==> src/rtl/esc_pkg.sv <==
package esc_pkg;

  localparam int NUM_SRC = 6;

  // command field value (bits 5:3) that releases the change latch
  localparam logic [2:0] CLR_FIELD = 3'b010;

  typedef struct packed {
    logic capture;   // load the snapshot from the synchronised levels
    logic frozen;    // latch set: present the snapshot
    logic statPend;  // latch gated by the channel status enable
  } escStrobe_t;

  // gather the per-source enables from the enable byte, in srcRaw order
  function automatic logic [NUM_SRC-1:0] enableSel(input logic [7:0] reg8);
    return {reg8[7:3], reg8[1]};
  endfunction

endpackage

==> src/rtl/esc_datapath.sv <==
module esc_datapath
  import esc_pkg::*;
#(
  parameter int SYNC_STAGES = 2,
  parameter bit LOCAL_IS_A  = 1'b1
) (
  input  logic               clk,
  input  logic               rstN,
  input  logic [NUM_SRC-1:0] srcRaw,
  input  logic               txEmpty,
  input  logic               rxReady,
  input  logic [7:0]         enableReg,
  input  escStrobe_t         strobe,
  input  logic               localRxPend,
  input  logic               localTxPend,
  input  logic               peerRxPend,
  input  logic               peerTxPend,
  input  logic               peerStatPend,
  output logic               edgeHit,
  output logic [7:0]         statusByte,
  output logic [7:0]         pendByte
);

  localparam int LAST = SYNC_STAGES - 1;

  logic [NUM_SRC-1:0] syncStage [SYNC_STAGES];
  logic [NUM_SRC-1:0] syncLvl;
  logic [NUM_SRC-1:0] prevLvl;
  logic [NUM_SRC-1:0] snapLvl;
  logic [NUM_SRC-1:0] edgeVec;
  logic [NUM_SRC-1:0] shownLvl;

  // synchroniser chain
  always_ff @(posedge clk or negedge rstN) begin
    if (!rstN) begin
      for (int i = 0; i < SYNC_STAGES; i++) syncStage[i] <= '0;
    end else begin
      syncStage[0] <= srcRaw;
      for (int i = 1; i < SYNC_STAGES; i++) syncStage[i] <= syncStage[i-1];
    end
  end

  assign syncLvl = syncStage[LAST];

  // edge history and the snapshot shown while an event is pending
  always_ff @(posedge clk or negedge rstN) begin
    if (!rstN) begin
      prevLvl <= '0;
      snapLvl <= '0;
    end else begin
      prevLvl <= syncLvl;
      if (strobe.capture) snapLvl <= syncLvl;
    end
  end

  assign edgeVec  = (syncLvl ^ prevLvl) & enableSel(enableReg);
  assign edgeHit  = |edgeVec;
  assign shownLvl = strobe.frozen ? snapLvl : syncLvl;

  assign statusByte = {shownLvl[5:1], txEmpty, shownLvl[0], rxReady};

  // pending byte: channel A group in bits 5:3, channel B group in bits 2:0
  logic [2:0] localGrp;
  logic [2:0] peerGrp;
  assign localGrp = {localRxPend, localTxPend, strobe.statPend};
  assign peerGrp  = {peerRxPend, peerTxPend, peerStatPend};

  generate
    if (LOCAL_IS_A) begin : g_localA
      assign pendByte = {2'b00, localGrp, peerGrp};
    end else begin : g_localB
      assign pendByte = {2'b00, peerGrp, localGrp};
    end
  endgenerate

endmodule

==> src/rtl/esc_control.sv <==
module esc_control
  import esc_pkg::*;
(
  input  logic       clk,
  input  logic       rstN,
  input  logic       edgeHit,
  input  logic       cmdValid,
  input  logic [7:0] cmdCode,
  input  logic       statIe,
  output escStrobe_t strobe
);

  logic latched;
  logic clrHit;

  assign clrHit = cmdValid && (cmdCode[5:3] == CLR_FIELD);

  // a detected edge outranks a clear arriving in the same cycle
  always_ff @(posedge clk or negedge rstN) begin
    if (!rstN)        latched <= 1'b0;
    else if (edgeHit) latched <= 1'b1;
    else if (clrHit)  latched <= 1'b0;
  end

  assign strobe.capture  = edgeHit && (!latched || clrHit);
  assign strobe.frozen   = latched;
  assign strobe.statPend = latched && statIe;

endmodule

==> src/rtl/esc_latch.sv <==
module esc_latch
  import esc_pkg::*;
#(
  parameter int SYNC_STAGES = 2,
  parameter bit LOCAL_IS_A  = 1'b1
) (
  input  logic       clk,
  input  logic       rstN,
  input  logic [5:0] srcRaw,
  input  logic       txEmpty,
  input  logic       rxReady,
  input  logic [7:0] enableReg,
  input  logic       statIe,
  input  logic       masterIe,
  input  logic       cmdValid,
  input  logic [7:0] cmdCode,
  input  logic       localRxPend,
  input  logic       localTxPend,
  input  logic       peerRxPend,
  input  logic       peerTxPend,
  input  logic       peerStatPend,
  output logic [7:0] statusByte,
  output logic [7:0] pendByte,
  output logic       irqReq
);

  escStrobe_t ctrlStrobe;
  logic       edgeHit;
  logic       latchedNow;

  esc_control u_ctrl (
    .clk      (clk),
    .rstN     (rstN),
    .edgeHit  (edgeHit),
    .cmdValid (cmdValid),
    .cmdCode  (cmdCode),
    .statIe   (statIe),
    .strobe   (ctrlStrobe)
  );

  esc_datapath #(
    .SYNC_STAGES (SYNC_STAGES),
    .LOCAL_IS_A  (LOCAL_IS_A)
  ) u_dp (
    .clk          (clk),
    .rstN         (rstN),
    .srcRaw       (srcRaw),
    .txEmpty      (txEmpty),
    .rxReady      (rxReady),
    .enableReg    (enableReg),
    .strobe       (ctrlStrobe),
    .localRxPend  (localRxPend),
    .localTxPend  (localTxPend),
    .peerRxPend   (peerRxPend),
    .peerTxPend   (peerTxPend),
    .peerStatPend (peerStatPend),
    .edgeHit      (edgeHit),
    .statusByte   (statusByte),
    .pendByte     (pendByte)
  );

  assign latchedNow = ctrlStrobe.frozen;
  assign irqReq     = ctrlStrobe.statPend && masterIe;

endmodule

==> config.mk <==
export PLATFORM = sky130hd
export DESIGN_NAME = esc_latch
export DESIGN_NICKNAME = d
export VERILOG_FILES = /design/src/rtl/esc_pkg.sv /design/src/rtl/esc_datapath.sv /design/src/rtl/esc_control.sv /design/src/rtl/esc_latch.sv
export SDC_FILE = /design/constraint.sdc
export NUM_CORES = 1
export LEC_CHECK = 0
export BUFFER_PORTS_ARGS = -buffer_cell sky130_fd_sc_hd__buf_4
export CAP_MARGIN = 10
export CORE_UTILIZATION = 43
export DETAILED_ROUTE_END_ITERATION = 7
export HOLD_SLACK_MARGIN = 0.12
export PLACE_DENSITY = 0.86
export SYNTH_ARGS = -nofsm -noshare
export SYNTH_HDL_FRONTEND = slang
export SYNTH_SLANG_ARGS = --single-unit
==> constraint.sdc <==
create_clock -name clk -period 1.85 [get_ports clk]
set_input_delay 0.2775 -clock clk [delete_from_list [all_inputs] [get_ports clk]]
set_output_delay 0.2775 -clock clk [all_outputs]
set_load 0.02 [all_outputs]
==> Yosys cells after proc, flatten, opt, wreduce, memory -nomap -nowiden <==
Cells that the tools add are included.
{ "classes": {"n_eq_ne": 1, "n_mux": 3, "bitwise": 2, "n_reduce_logical": 8} }
{ "ops": {"columns": ["cell", "n"], "rows": [
  ["6-bit bitwise AND", 1],
  ["6-bit 2-to-1 mux", 1],
  ["6-bit OR reduction", 1],
  ["6-bit XOR", 1],
  ["1-bit logical AND", 4],
  ["3-bit by 2-bit == test with 1-bit output, second input constant", 1],
  ["1-bit 2-to-1 mux", 2],
  ["2-bit nonzero test", 1],
  ["1-bit zero test", 1],
  ["1-bit logical OR", 1]
]} }
{ "word_totals": {"ff_bits": 25, "input_bits": 34, "output_inout_bits": 17, "word_cells": 19} }

==> Depth between registers and ports, before layout <==
Gate-level depths: netlist of the first run.
{ "logic_depth": {"word_depth": 4, "mapped_depth": 4} }

==> Hierarchy <==
From an unflattened synthesis of the first run, not the netlist that was laid out.
{ "hier_totals": {"hier_cells": 66, "area_unflattened_um2": 988.4} }
{ "by_module_without_submodules": {"columns": ["mod", "instances", "cells_each", "area_per_inst_um2", "seq_area_each_um2"], "rows": [
  ["esc_datapath", 1, 59, 917.1, 600.6],
  ["esc_control", 1, 6, 65.1, 25.0],
  ["esc_latch", 1, 1, 6.3, 0.0]
]} }

==> Worst setup path after synthesis of the first run <==
Ideal clock, no wire load.
{ "synth_path": {"kind": "reg2reg", "start": "register u_dp.syncStage, in the netlist u_dp.syncLvl[4]", "end": "register u_dp.snapLvl[0]", "setup_ns": 0.125, "arrival_ns": 1.328, "path_slack_ns": 0.397, "path_stages_with_launch": 5, "n_path_buf": 0, "synth_period_minus_slack_ns": 1.453, "path_cell_list": "dfrtp_1 xor2_1 a22oi_2 a32oi_4 mux2_2"} }
{ "synth_between": {"elab_chain_cells": 4} }
{ "synth_lines": {"columns": ["element", "line_no", "source"], "rows": [
  ["from (decl)", "esc_datapath.sv:26", "logic [NUM_SRC-1:0] syncStage [SYNC_STAGES];"],
  ["6-bit XOR", "esc_datapath.sv:56", "assign edgeVec = (syncLvl ^ prevLvl) & enableSel(enableReg);"],
  ["6-bit bitwise AND", "esc_datapath.sv:56", null],
  ["6-bit OR reduction", "esc_datapath.sv:57", "assign edgeHit = |edgeVec;"],
  ["1-bit logical AND", "esc_control.sv:25", "assign strobe.capture = edgeHit && (!latched || clrHit);"],
  ["to (signal assigned)", "esc_datapath.sv:52", "if (strobe.capture) snapLvl <= syncLvl;"],
  ["to (decl)", "esc_datapath.sv:29", "logic [NUM_SRC-1:0] snapLvl;"]
]} }
Every way passes these cells.
A chain may end at the register's enable or synchronous reset.

==> Worst setup path in the final report of the first run <==
{ "layout_path": {"start": "register u_ctrl.latched", "end": "output statusByte[7]"} }
{ "layout_between": {"elab_chain_cells": 1} }
{ "layout_lines": {"columns": ["element", "line_no", "source"], "rows": [
  ["from (decl)", "esc_control.sv:13", "logic latched;"],
  ["from (signal assigned)", "esc_control.sv:20", "if (!rstN) latched <= 1'b0;"],
  ["from (signal assigned)", "esc_control.sv:21", "else if (edgeHit) latched <= 1'b1;"],
  ["from (signal assigned)", "esc_control.sv:22", "else if (clrHit) latched <= 1'b0;"],
  ["6-bit 2-to-1 mux", "esc_datapath.sv:58", "assign shownLvl = strobe.frozen ? snapLvl : syncLvl;"],
  ["to (decl)", "esc_latch.sv:22", "output logic [7:0] statusByte,"]
]} }
Every way passes these cells.

==> out/results.ini, run 1 <==
[grt]
antenna_found_initial = 0
grt_pass1_vias = 585
grt_use_total = 0.142
grt_first_pass_wirelength_um = 2530
overflow = 0
grt_start_max_net_pins = 26

[cts]
cts_sinks = 25
cts_tree = done
clk_pin_slew_ps = 120
clk_latency_ps = 310
cts_buffers = 3
htree_levels = 1
root_buffer = clkbuf_4
clockBufferDepth = 2

[floorplanning]
die_area_sq_um = 2510
fp-row-count = 17
pin_count = 51
dieWidth_um = 50.1
start_util = 0.455
die_h_um = 50.1
coreArea_sq_um = 2190

[setup_path]
crit_required_ps = 1570
critPathLaunch = u_ctrl.latched$_DFFE_PN0P_
crit_path_end_kind = primary output
critPathLaunchType = register
critPathArrivalTime_ps = 1360
cp_cell_sequence = mux2_2, buf_4
r2r-start = u_dp.syncLvl[5]$_DFF_PN0_
critical-path-top-delay-family = flip-flops
worst-path-buf-inv = 1
worstSetupPathType = reg2out
worstPathMaxFanout = 10
slowest_stage = dfrtp_2
cpPeakStageDelay_ps = 530

[pwr]
vdd_drop_max_mv = 0.687
p_leak_nw = 0.577
cellPowerDensity_nw_per_um2 = 937
power_w = 0.00118

[yosys]
ys_async_sr_fraction = 1.00
synth_top_area_share = 0.628
synthCells = 64
synth.largest_area_cell = dfrtp_1
ys_ff_latch = 25
synthTopCellsByArea = dfrtp_1, mux2_2, buf_4, xor2_1, mux2_1
yosys-top-cells-count = dfrtp_1, buf_4, mux2_2
yosysUniqueCellTypes = 14
synth_most_common_cell = dfrtp_1
synth-edff-count = 0
postSynthAreaPerCell_sq_um = 15.6
syn_area_sq_um = 996
synthFlopType = dfrtp_1
yosysSeqAreaShare = 0.628
synth_warnings = 0

[sta]
whs_ps = 237
setup_viol = 0
fin_crit_ps = 1640
finalHoldViolations = 0
finalSetupTns_ps = 0
clock.fmax_ghz = 0.611
fin_ws_ps = 212
rsz0062_at_grt = no
finClkSkew_ps = 5.07
finalCritPeriodShare = 0.885
report.final.slew_viol_count = 0

[hold_path]
hold_path_class = in2reg
min_from = enableReg[5]

[finish]
instances_no_fill = 120
fin_nets = 127
layout-drive-gt1-share = 0.478
fillCellCount = 174
area_delta_synth_final_pct = 26.1
antenna_cells = 0

[placed_design]
dp_hpwl_um = 1040
place_ws_ps = 260
placedCellCount = 109
place_congestion = 0.620
numPortBuffers = 27

[detailed_routing]
num_vias = 561
post_drt_wl_per_cell_um = 12.5
drc = 0
drt_wl_total_um = 1500
drt_pre_antenna_iters = 2
avgViaCountPerCell = 4.68
antenna_left = 0
first_iter_violations = 10

[job]
maxCapViolCount = 0

[run_status]
outcome = complete, no violations

## cell type report
cell class / count / area, sq um / area share
well taps: 28 / 35.0 / 0.0279
repair buffers: 34 / 273 / 0.217
multi-input cells: 29 / 294 / 0.234
clock inverters: 1 / 5.00 / 0.00398
clock buffers: 3 / 22.5 / 0.0179
flip-flops and latches: 25 / 627 / 0.499
## timing repair
item / in CTS / in global routing
buffers inserted: 0 / 0
setup endpoints to repair: 0 / 1
resized for setup: 0 / 1
hold buffers: 7 / 0
hold endpoints to repair: 31 / 0
## cell usage in the layout, fill, tap and decap left out
cell           count
nand2_1            1
mux2_2             8
and3_1             1
mux2_1             4
and2_1             1
xor2_1             6
nand4_1            1
a22oi_2            3
conb_1             2
clkbuf_4           3
clkinv_2           1
buf_4             27
nand4bb_1          1
dfrtp_2            1
dfrtp_1           24
dlygate4sd3_1      7
a32oi_4            1
## registers in the layout, summed over array words and instances (netlist names)
name / count
u_dp.syncStage: 6
u_ctrl.latched: 1
u_dp.syncLvl: 6
u_dp.prevLvl: 6
u_dp.snapLvl: 6
## final timing paths
path / slack, ps / cells past startpoint / end
min: 240 / 3 / u_ctrl.latched$_DFFE_PN0P_
min in group asynchronous: 390 / 2 / u_dp.snapLvl[2]$_DFFE_PN0P_
max in group asynchronous: 1200 / 2 / u_ctrl.latched$_DFFE_PN0P_
max: 210 / 2 / statusByte[7]
min reg2reg: 360 / 0 / u_dp.syncLvl[5]$_DFF_PN0_
max reg2reg: 280 / 4 / u_dp.snapLvl[0]$_DFFE_PN0P_
## metal layers
metal | vias to the layer above | global-route usage | wire length (um)
met5 | - | 0 | 0
met3 | 4 | 0.0309 | 95
li1 | 268 | - | -
met4 | 0 | 0.0905 | 34
met1 | 264 | 0.176 | 676
met2 | 25 | 0.222 | 689
## worst min-delay path: cells and delay by family
family	cells	cell delay, ps
simple gates	1	90
buf+inv	1	80
compound gates	1	70
## where the power goes
group          switching, W  internal [W]  total, W
Combinational      0.000136      0.000164  0.000300
Sequential        0.0000321      0.000609  0.000641
Clock              0.000155     0.0000808  0.000235
## stage by stage
step	area, sq um	util
after global routing	1260	0.573
after detailed placement	1160	0.528
final	1260	0.573
after floorplan	1000	-
after global placement	1160	0.528
after CTS	1250	0.573
## cell families after synthesis
kind of cell,Yosys count,synth area share
flops,25,0.628
xor+xnor,6,0.0528
buf+inv,11,0.0804
mux,12,0.136
compound gates,4,0.0653
simple gates,5,0.0339
other cells,1,0.00377
(Power assumes the default switching activity.)
==> run 2, diff against run 1 <==
--- a/config.mk
+++ b/config.mk
@@ -7,10 +7,10 @@
 export LEC_CHECK = 0
 export BUFFER_PORTS_ARGS = -buffer_cell sky130_fd_sc_hd__buf_4
 export CAP_MARGIN = 10
-export CORE_UTILIZATION = 43
+export CORE_UTILIZATION = 47
 export DETAILED_ROUTE_END_ITERATION = 7
 export HOLD_SLACK_MARGIN = 0.12
-export PLACE_DENSITY = 0.86
+export PLACE_DENSITY = 0.79
 export SYNTH_ARGS = -nofsm -noshare
 export SYNTH_HDL_FRONTEND = slang
 export SYNTH_SLANG_ARGS = --single-unit
==> constraint.sdc (replaced) <==
create_clock -name clk -period 2.1 [get_ports clk]
set_input_delay 0.315 -clock clk [delete_from_list [all_inputs] [get_ports clk]]
set_output_delay 0.315 -clock clk [all_outputs]
set_load 0.02 [all_outputs]
==> out/results.ini, run 2 (synthesis gave the netlist of run 1 again) <==
[run_status]
outcome = complete, no violations

[setup_path]
critPathLaunchType = register
worst-path-buf-inv = 1  ; unchanged
slowest_stage = dfrtp_1
crit_required_ps = 1780  ; +210 ps
cpPeakStageDelay_ps = 630  ; +100 ps
cp_cell_sequence = mux2_2, buf_4
critPathArrivalTime_ps = 1480  ; +120 ps
worstPathMaxFanout = 10  ; unchanged
critical-path-top-delay-family = flip-flops
crit_path_end_kind = primary output
worstSetupPathType = reg2out

[sta]
whs_ps = 282  ; +44.2 ps
report.final.slew_viol_count = 0  ; unchanged
fin_crit_ps = 1790
finalHoldViolations = 0  ; unchanged
rsz0062_at_grt = no
finalCritPeriodShare = 0.853
clock.fmax_ghz = 0.558
setup_viol = 0  ; unchanged
finalSetupTns_ps = 0  ; unchanged
finClkSkew_ps = 5.09  ; +0.0191 ps

[floorplanning]
dieWidth_um = 48.0  ; -4.2%
fp-row-count = 16  ; -1
coreArea_sq_um = 1980  ; -9.5%
pin_count = 51  ; unchanged
start_util = 0.503  ; +0.0479
die_h_um = 48.0  ; -4.2%
die_area_sq_um = 2310  ; -8.2%

[cts]
clk_pin_slew_ps = 120  ; about the same
clockBufferDepth = 2  ; unchanged
cts.hold.buffers_added = 7  ; unchanged
cts_tree = done
htree_levels = 1  ; unchanged
cts_setup_buffers = 0  ; unchanged
cts_buffers = 3  ; unchanged
cts_sinks = 25  ; unchanged
clk_latency_ps = 300  ; about the same
post_cts_resized = 0  ; unchanged
root_buffer = clkbuf_4

[pwr]
p_sw_frac = 0.262  ; -0.0116
cellPowerDensity_nw_per_um2 = 817  ; -13%
clockPowerShare = 0.190  ; -0.010
p_leak_nw = 0.574  ; -0.42%
power_frac_seq = 0.551  ; +0.006
vdd_drop_max_mv = 0.547  ; -20%
p_sw_w = 0.000268  ; -17%
power.internal_w = 0.000755  ; -12%
comb_power_share = 0.258  ; +0.003

[finish]
layout_commonest_cell = buf_4
instances_no_fill = 119  ; -0.83%
mostFrequentLayoutCells = buf_4, dfrtp_1, mux2_2
antenna_cells = 0  ; unchanged
final_util = 0.632  ; +0.0586
fin_area_sq_um = 1250  ; -0.30%
layout-drive-gt1-share = 0.457  ; -0.0217
fin_nets = 127  ; unchanged
area_delta_synth_final_pct = 25.8

[grt]
grt_first_pass_wirelength_um = 2150  ; -15%
grt_pass1_vias = 477  ; -18%
grt_use_total = 0.137  ; -0.00488
overflow = 0  ; unchanged
grt_start_max_net_pins = 26  ; unchanged
antenna_found_initial = 0  ; unchanged

[placed_design]
placedCellCount = 108  ; -0.92%
numPortBuffers = 27  ; unchanged
place_area_sq_um = 1160  ; -0.11%
place_congestion = 0.608  ; -2.0%

[detailed_routing]
num_vias = 559  ; -0.36%
post_drt_wl_per_cell_um = 12.1  ; -2.9%
drt_pre_antenna_iters = 4  ; +2
drt_wl_total_um = 1440  ; -3.7%
drc = 0  ; unchanged
antenna_left = 0  ; unchanged
first_iter_violations = 8  ; -2
avgViaCountPerCell = 4.70  ; +0.48%

[hold_path]
hold_path_class = in2reg

[job]
maxCapViolCount = 0  ; unchanged

-- run 2: cell types whose count changed in the layout (fill, tap and decap cells not counted) --
cell / previous run / this run
clkbuf_1: 0 / 1
clkinv_2: 1 / 0
dfrtp_1: 24 / 25
dfrtp_2: 1 / 0
-- run 2: worst reg2reg max path: stages, from the launching register on --
cell and delay (ps):
dfrtp_1 430, xor2_1 180, a22oi_2 130, a32oi_4 380
mux2_2 380
-- run 2: through the flow --
stage | power [W] | setup WS [ps]
after global placement | 0.000824 | 504
after floorplan | 0.000742 | 647
after detailed placement | 0.000831 | 502
after global routing | 0.00108 | 231
final | 0.00102 | 308
after CTS | 0.00104 | 277
-- run 2: path summary, 6_finish.rpt --
| kind | startpoint | end | slack [ps] | cells past startpoint |
|---|---|---|---|---|
| min reg2reg | u_dp.syncStage[7]$_DFF_PN0_ | u_dp.syncLvl[1]$_DFF_PN0_ | 360 | 0 |
| max in group asynchronous | rstN | u_dp.prevLvl[3]$_DFF_PN0_ | 1390 | 2 |
| min | enableReg[3] | u_ctrl.latched$_DFFE_PN0P_ | 280 | 3 |
| max reg2reg | u_dp.syncLvl[4]$_DFF_PN0_ | u_dp.snapLvl[0]$_DFFE_PN0P_ | 500 | 4 |
| min in group asynchronous | rstN | u_dp.prevLvl[4]$_DFF_PN0_ | 460 | 2 |
| max | u_ctrl.latched$_DFFE_PN0P_ | statusByte[4] | 310 | 2 |
-- run 2: cell type report --
type | instances | area (sq um)
multi-input combinational | 29 | 294
timing repair buffer | 34 | 273
sequential | 25 | 626
clock buffer | 4 | 26.3
tap | 27 | 33.8
fill | 147 | 729
-- run 2: metal layers --
metal / vias up / wire length, um / track usage
met3: 2 / 78 / 0.0226
met1: 274 / 626 / 0.197
met4: 0 / 8 / 0.0556
li1: 263 / - / -
met5: - / 0 / 0
met2: 20 / 728 / 0.208
-- run 2: power groups by stage --
stage	Clock, W	Sequential, W	Combinational, W
2_1_floorplan	0	0.000565	0.000177
3_3_place_gp	0	0.000570	0.000254
3_5_place_dp	0	0.000575	0.000256
4_1_cts	0.000204	0.000565	0.000268
5_1_grt	0.000217	0.000573	0.000288
6_report	0.000195	0.000564	0.000264
==> run 3, diff against run 2 <==
--- a/config.mk
+++ b/config.mk
@@ -5,12 +5,13 @@
 export SDC_FILE = /design/constraint.sdc
 export NUM_CORES = 1
 export LEC_CHECK = 0
+export ABC_AREA = 1
 export BUFFER_PORTS_ARGS = -buffer_cell sky130_fd_sc_hd__buf_4
 export CAP_MARGIN = 10
 export CORE_UTILIZATION = 47
 export DETAILED_ROUTE_END_ITERATION = 7
 export HOLD_SLACK_MARGIN = 0.12
-export PLACE_DENSITY = 0.79
+export PLACE_DENSITY = 0.82
 export SYNTH_ARGS = -nofsm -noshare
 export SYNTH_HDL_FRONTEND = slang
 export SYNTH_SLANG_ARGS = --single-unit
==> out/results.ini, run 3 <==
[yosys]
ys_async_sr_fraction = 1.00  ; unchanged
synth-edff-count = 0  ; unchanged
synthCells = 103  ; +61%
postSynthAreaPerCell_sq_um = 10.1  ; -35%
yosys-top-cells-count = nand2_1, dfrtp_1, buf_4, nor2_1, nand3_1
synthTopCellsByArea = dfrtp_1, nand2_1, buf_4, nand3_1, mux2_2
synthFlopType = dfrtp_1
synth.largest_area_cell = dfrtp_1
ys_ff_latch = 25  ; unchanged
syn_area_sq_um = 1040  ; +4.1%
synth_top_area_share = 0.603  ; -0.0250
synth_warnings = 0  ; unchanged
yosysUniqueCellTypes = 15  ; +1
synth_most_common_cell = nand2_1
yosysSeqAreaShare = 0.603  ; -0.0250

[setup_path]
crit_path_end_kind = primary output
critPathLaunch = u_ctrl.latched$_DFFE_PN0P_
r2r_end = u_dp.snapLvl[2]$_DFFE_PN0P_
cp_cell_sequence = mux2_2, buf_4
reg2reg_slack_ps = 840  ; +340 ps
critPathArrivalTime_ps = 1470  ; about the same
worstSetupPathType = reg2out
crit_required_ps = 1780  ; about the same
critPathLaunchType = register
worstPathMaxFanout = 10  ; unchanged
reg2reg_depth = 7  ; +3
slowest_stage = dfrtp_1
r2r-start = u_dp.syncLvl[0]$_DFF_PN0_
cpPeakStageDelay_ps = 610  ; -20 ps

[sta]
report.final.slew_viol_count = 0  ; unchanged
finClkSkew_ps = 11.9  ; +6.83 ps
fin_crit_ps = 1790  ; -6.68 ps
finalSetupTns_ps = 0  ; unchanged
finalHoldViolations = 0  ; unchanged
clock.fmax_ghz = 0.560  ; +0.37%
finalCritPeriodShare = 0.850  ; -0.00318
rsz0062_at_grt = no
setup_viol = 0  ; unchanged

[pwr]
p_leak_nw = 0.672  ; +17%
power_w = 0.000993  ; -3.0%
vdd_drop_max_mv = 0.544  ; -0.65%
cellPowerDensity_nw_per_um2 = 767  ; -6.1%

[hold_path]
hold_path_class = reg2reg
min_path_cells = 0  ; -3
whs_endpoint = u_dp.syncLvl[4]$_DFF_PN0_
min_from = u_dp.syncStage[10]$_DFF_PN0_

[detailed_routing]
first_iter_violations = 9  ; +1
antenna_left = 0  ; unchanged
num_vias = 737  ; +32%
drt_pre_antenna_iters = 4  ; unchanged
drc = 0  ; unchanged
drt_wl_total_um = 1700  ; +18%
post_drt_wl_per_cell_um = 10.7  ; -11%
avgViaCountPerCell = 4.66  ; -0.70%

[finish]
fin_nets = 166  ; +31%
multi_input_area_sq_um = 309  ; +5.1%
layout_commonest_cell = nand2_1
area_delta_synth_final_pct = 24.7
fillCellCount = 163  ; +11%
layout-drive-gt1-share = 0.305  ; -0.151
mostFrequentLayoutCells = nand2_1, buf_4, dfrtp_1
register_area_sq_um = 626  ; unchanged
antenna_cells = 0  ; unchanged

[cts]
cts_setup_buffers = 0  ; unchanged
cts_tree = done
root_buffer = clkbuf_4
cts_buffers = 3  ; unchanged
clockBufferDepth = 2  ; unchanged
clk_pin_slew_ps = 130  ; about the same
htree_levels = 1  ; unchanged
clk_latency_ps = 310  ; about the same
cts_sinks = 25  ; unchanged

[floorplanning]
start_util = 0.513  ; +0.0105
die_h_um = 49.0  ; +2.0%
coreArea_sq_um = 2020  ; +2.0%
fp-row-count = 16  ; unchanged
dieWidth_um = 49.0  ; +2.0%
pin_count = 51  ; unchanged
die_area_sq_um = 2400  ; +4.0%

[placed_design]
place_congestion = 0.757  ; +25%
numPortBuffers = 27  ; unchanged
dp_hpwl_um = 1240

[grt]
grt_pass1_vias = 724  ; +52%
overflow = 0  ; unchanged
grt_use_total = 0.166  ; +0.0287
grt_start_max_net_pins = 26  ; unchanged
antenna_found_initial = 0  ; unchanged
grt_first_pass_wirelength_um = 2990  ; +40%

[run_status]
outcome = complete, no violations

[job]
maxCapViolCount = 0  ; unchanged

-- run 3: cell count changes after synthesis, sizes merged, moves of 2 or more --
cell,change
inv,+7
nand3,+10
nand2,+29
nor2,+12
mux2,-8
xor2,-6
o21ai,+2
a22oi,-3
-- run 3: logic make-up (layout without fill, tap and decap cells) --
kind of cell,after synthesis,in the layout,share of synthesized area
simple gates,53,53,0.238
flops,25,25,0.603
buf+inv,18,45,0.103
mux,4,4,0.0434
compound gates,2,2,0.00965
other cells,1,2,0.00362
-- run 3: routing by layer --
| metal | share of wire | vias up | global-route usage |
|---|---|---|---|
| li1 | - | 364 | - |
| met1 | 0.43 | 344 | 0.196 |
| met4 | 0.0047 | 0 | 0.0833 |
| met3 | 0.056 | 2 | 0.0249 |
| met2 | 0.51 | 27 | 0.292 |
| met5 | 0 | - | 0 |
-- run 3: critical path: cells and delay by family, from the launching register on --
family / cells / cell delay, ps
flip-flops: 1 / 610
multiplexers: 1 / 390
buffers and inverters: 1 / 160
-- run 3: repair_timing --
item                                   4_1_cts  5_1_grt
hold buffers                                 7        0
gates resized for setup                      0        0
endpoints found under the hold margin       31        0
setup endpoints to repair                    0        0
-- run 3: cell type report --
type	instances	area share
Clock buffer	4	0.0203
Multi-Input combinational cell	61	0.239
Tap cell	27	0.0261
Sequential cell	25	0.484
Timing Repair Buffer	34	0.211
Inverter	7	0.0203
-- run 3: report_power, final --
part | total, W | internal (W) | switching [W]
Sequential | 0.000557 | 0.000529 | 0.0000282
Clock | 0.000201 | 0.0000741 | 0.000127
Combinational | 0.000235 | 0.000114 | 0.000121
Total | 0.000993 | 0.000717 | 0.000276
-- run 3: worst max-delay path by stage --
| stage | depth (start not counted) | slack [ps] | endpoint |
|---|---|---|---|
| 6_report | 2 | 310 | statusByte[1] |
| 5_1_grt | 2 | 240 | statusByte[1] |
| 4_1_cts | 2 | 310 | statusByte[1] |
| 3_5_place_dp | 2 | 680 | statusByte[1] |
| 3_3_place_gp | 2 | 690 | statusByte[1] |
| 2_1_floorplan | 2 | 770 | statusByte[6] |
-- run 3: stage by stage --
stage                     instances  hold slack [ps]  area, sq um   util  worst slack [ps]
final                           158              363         1290  0.640               315
after global routing            158              372         1290  0.640               244
after CTS                       158              364         1290  0.640               314
after detailed placement        147              227         1200  0.592               685
after global placement          147              221         1200  0.592               689
after floorplan                 104             19.4         1040      -               769
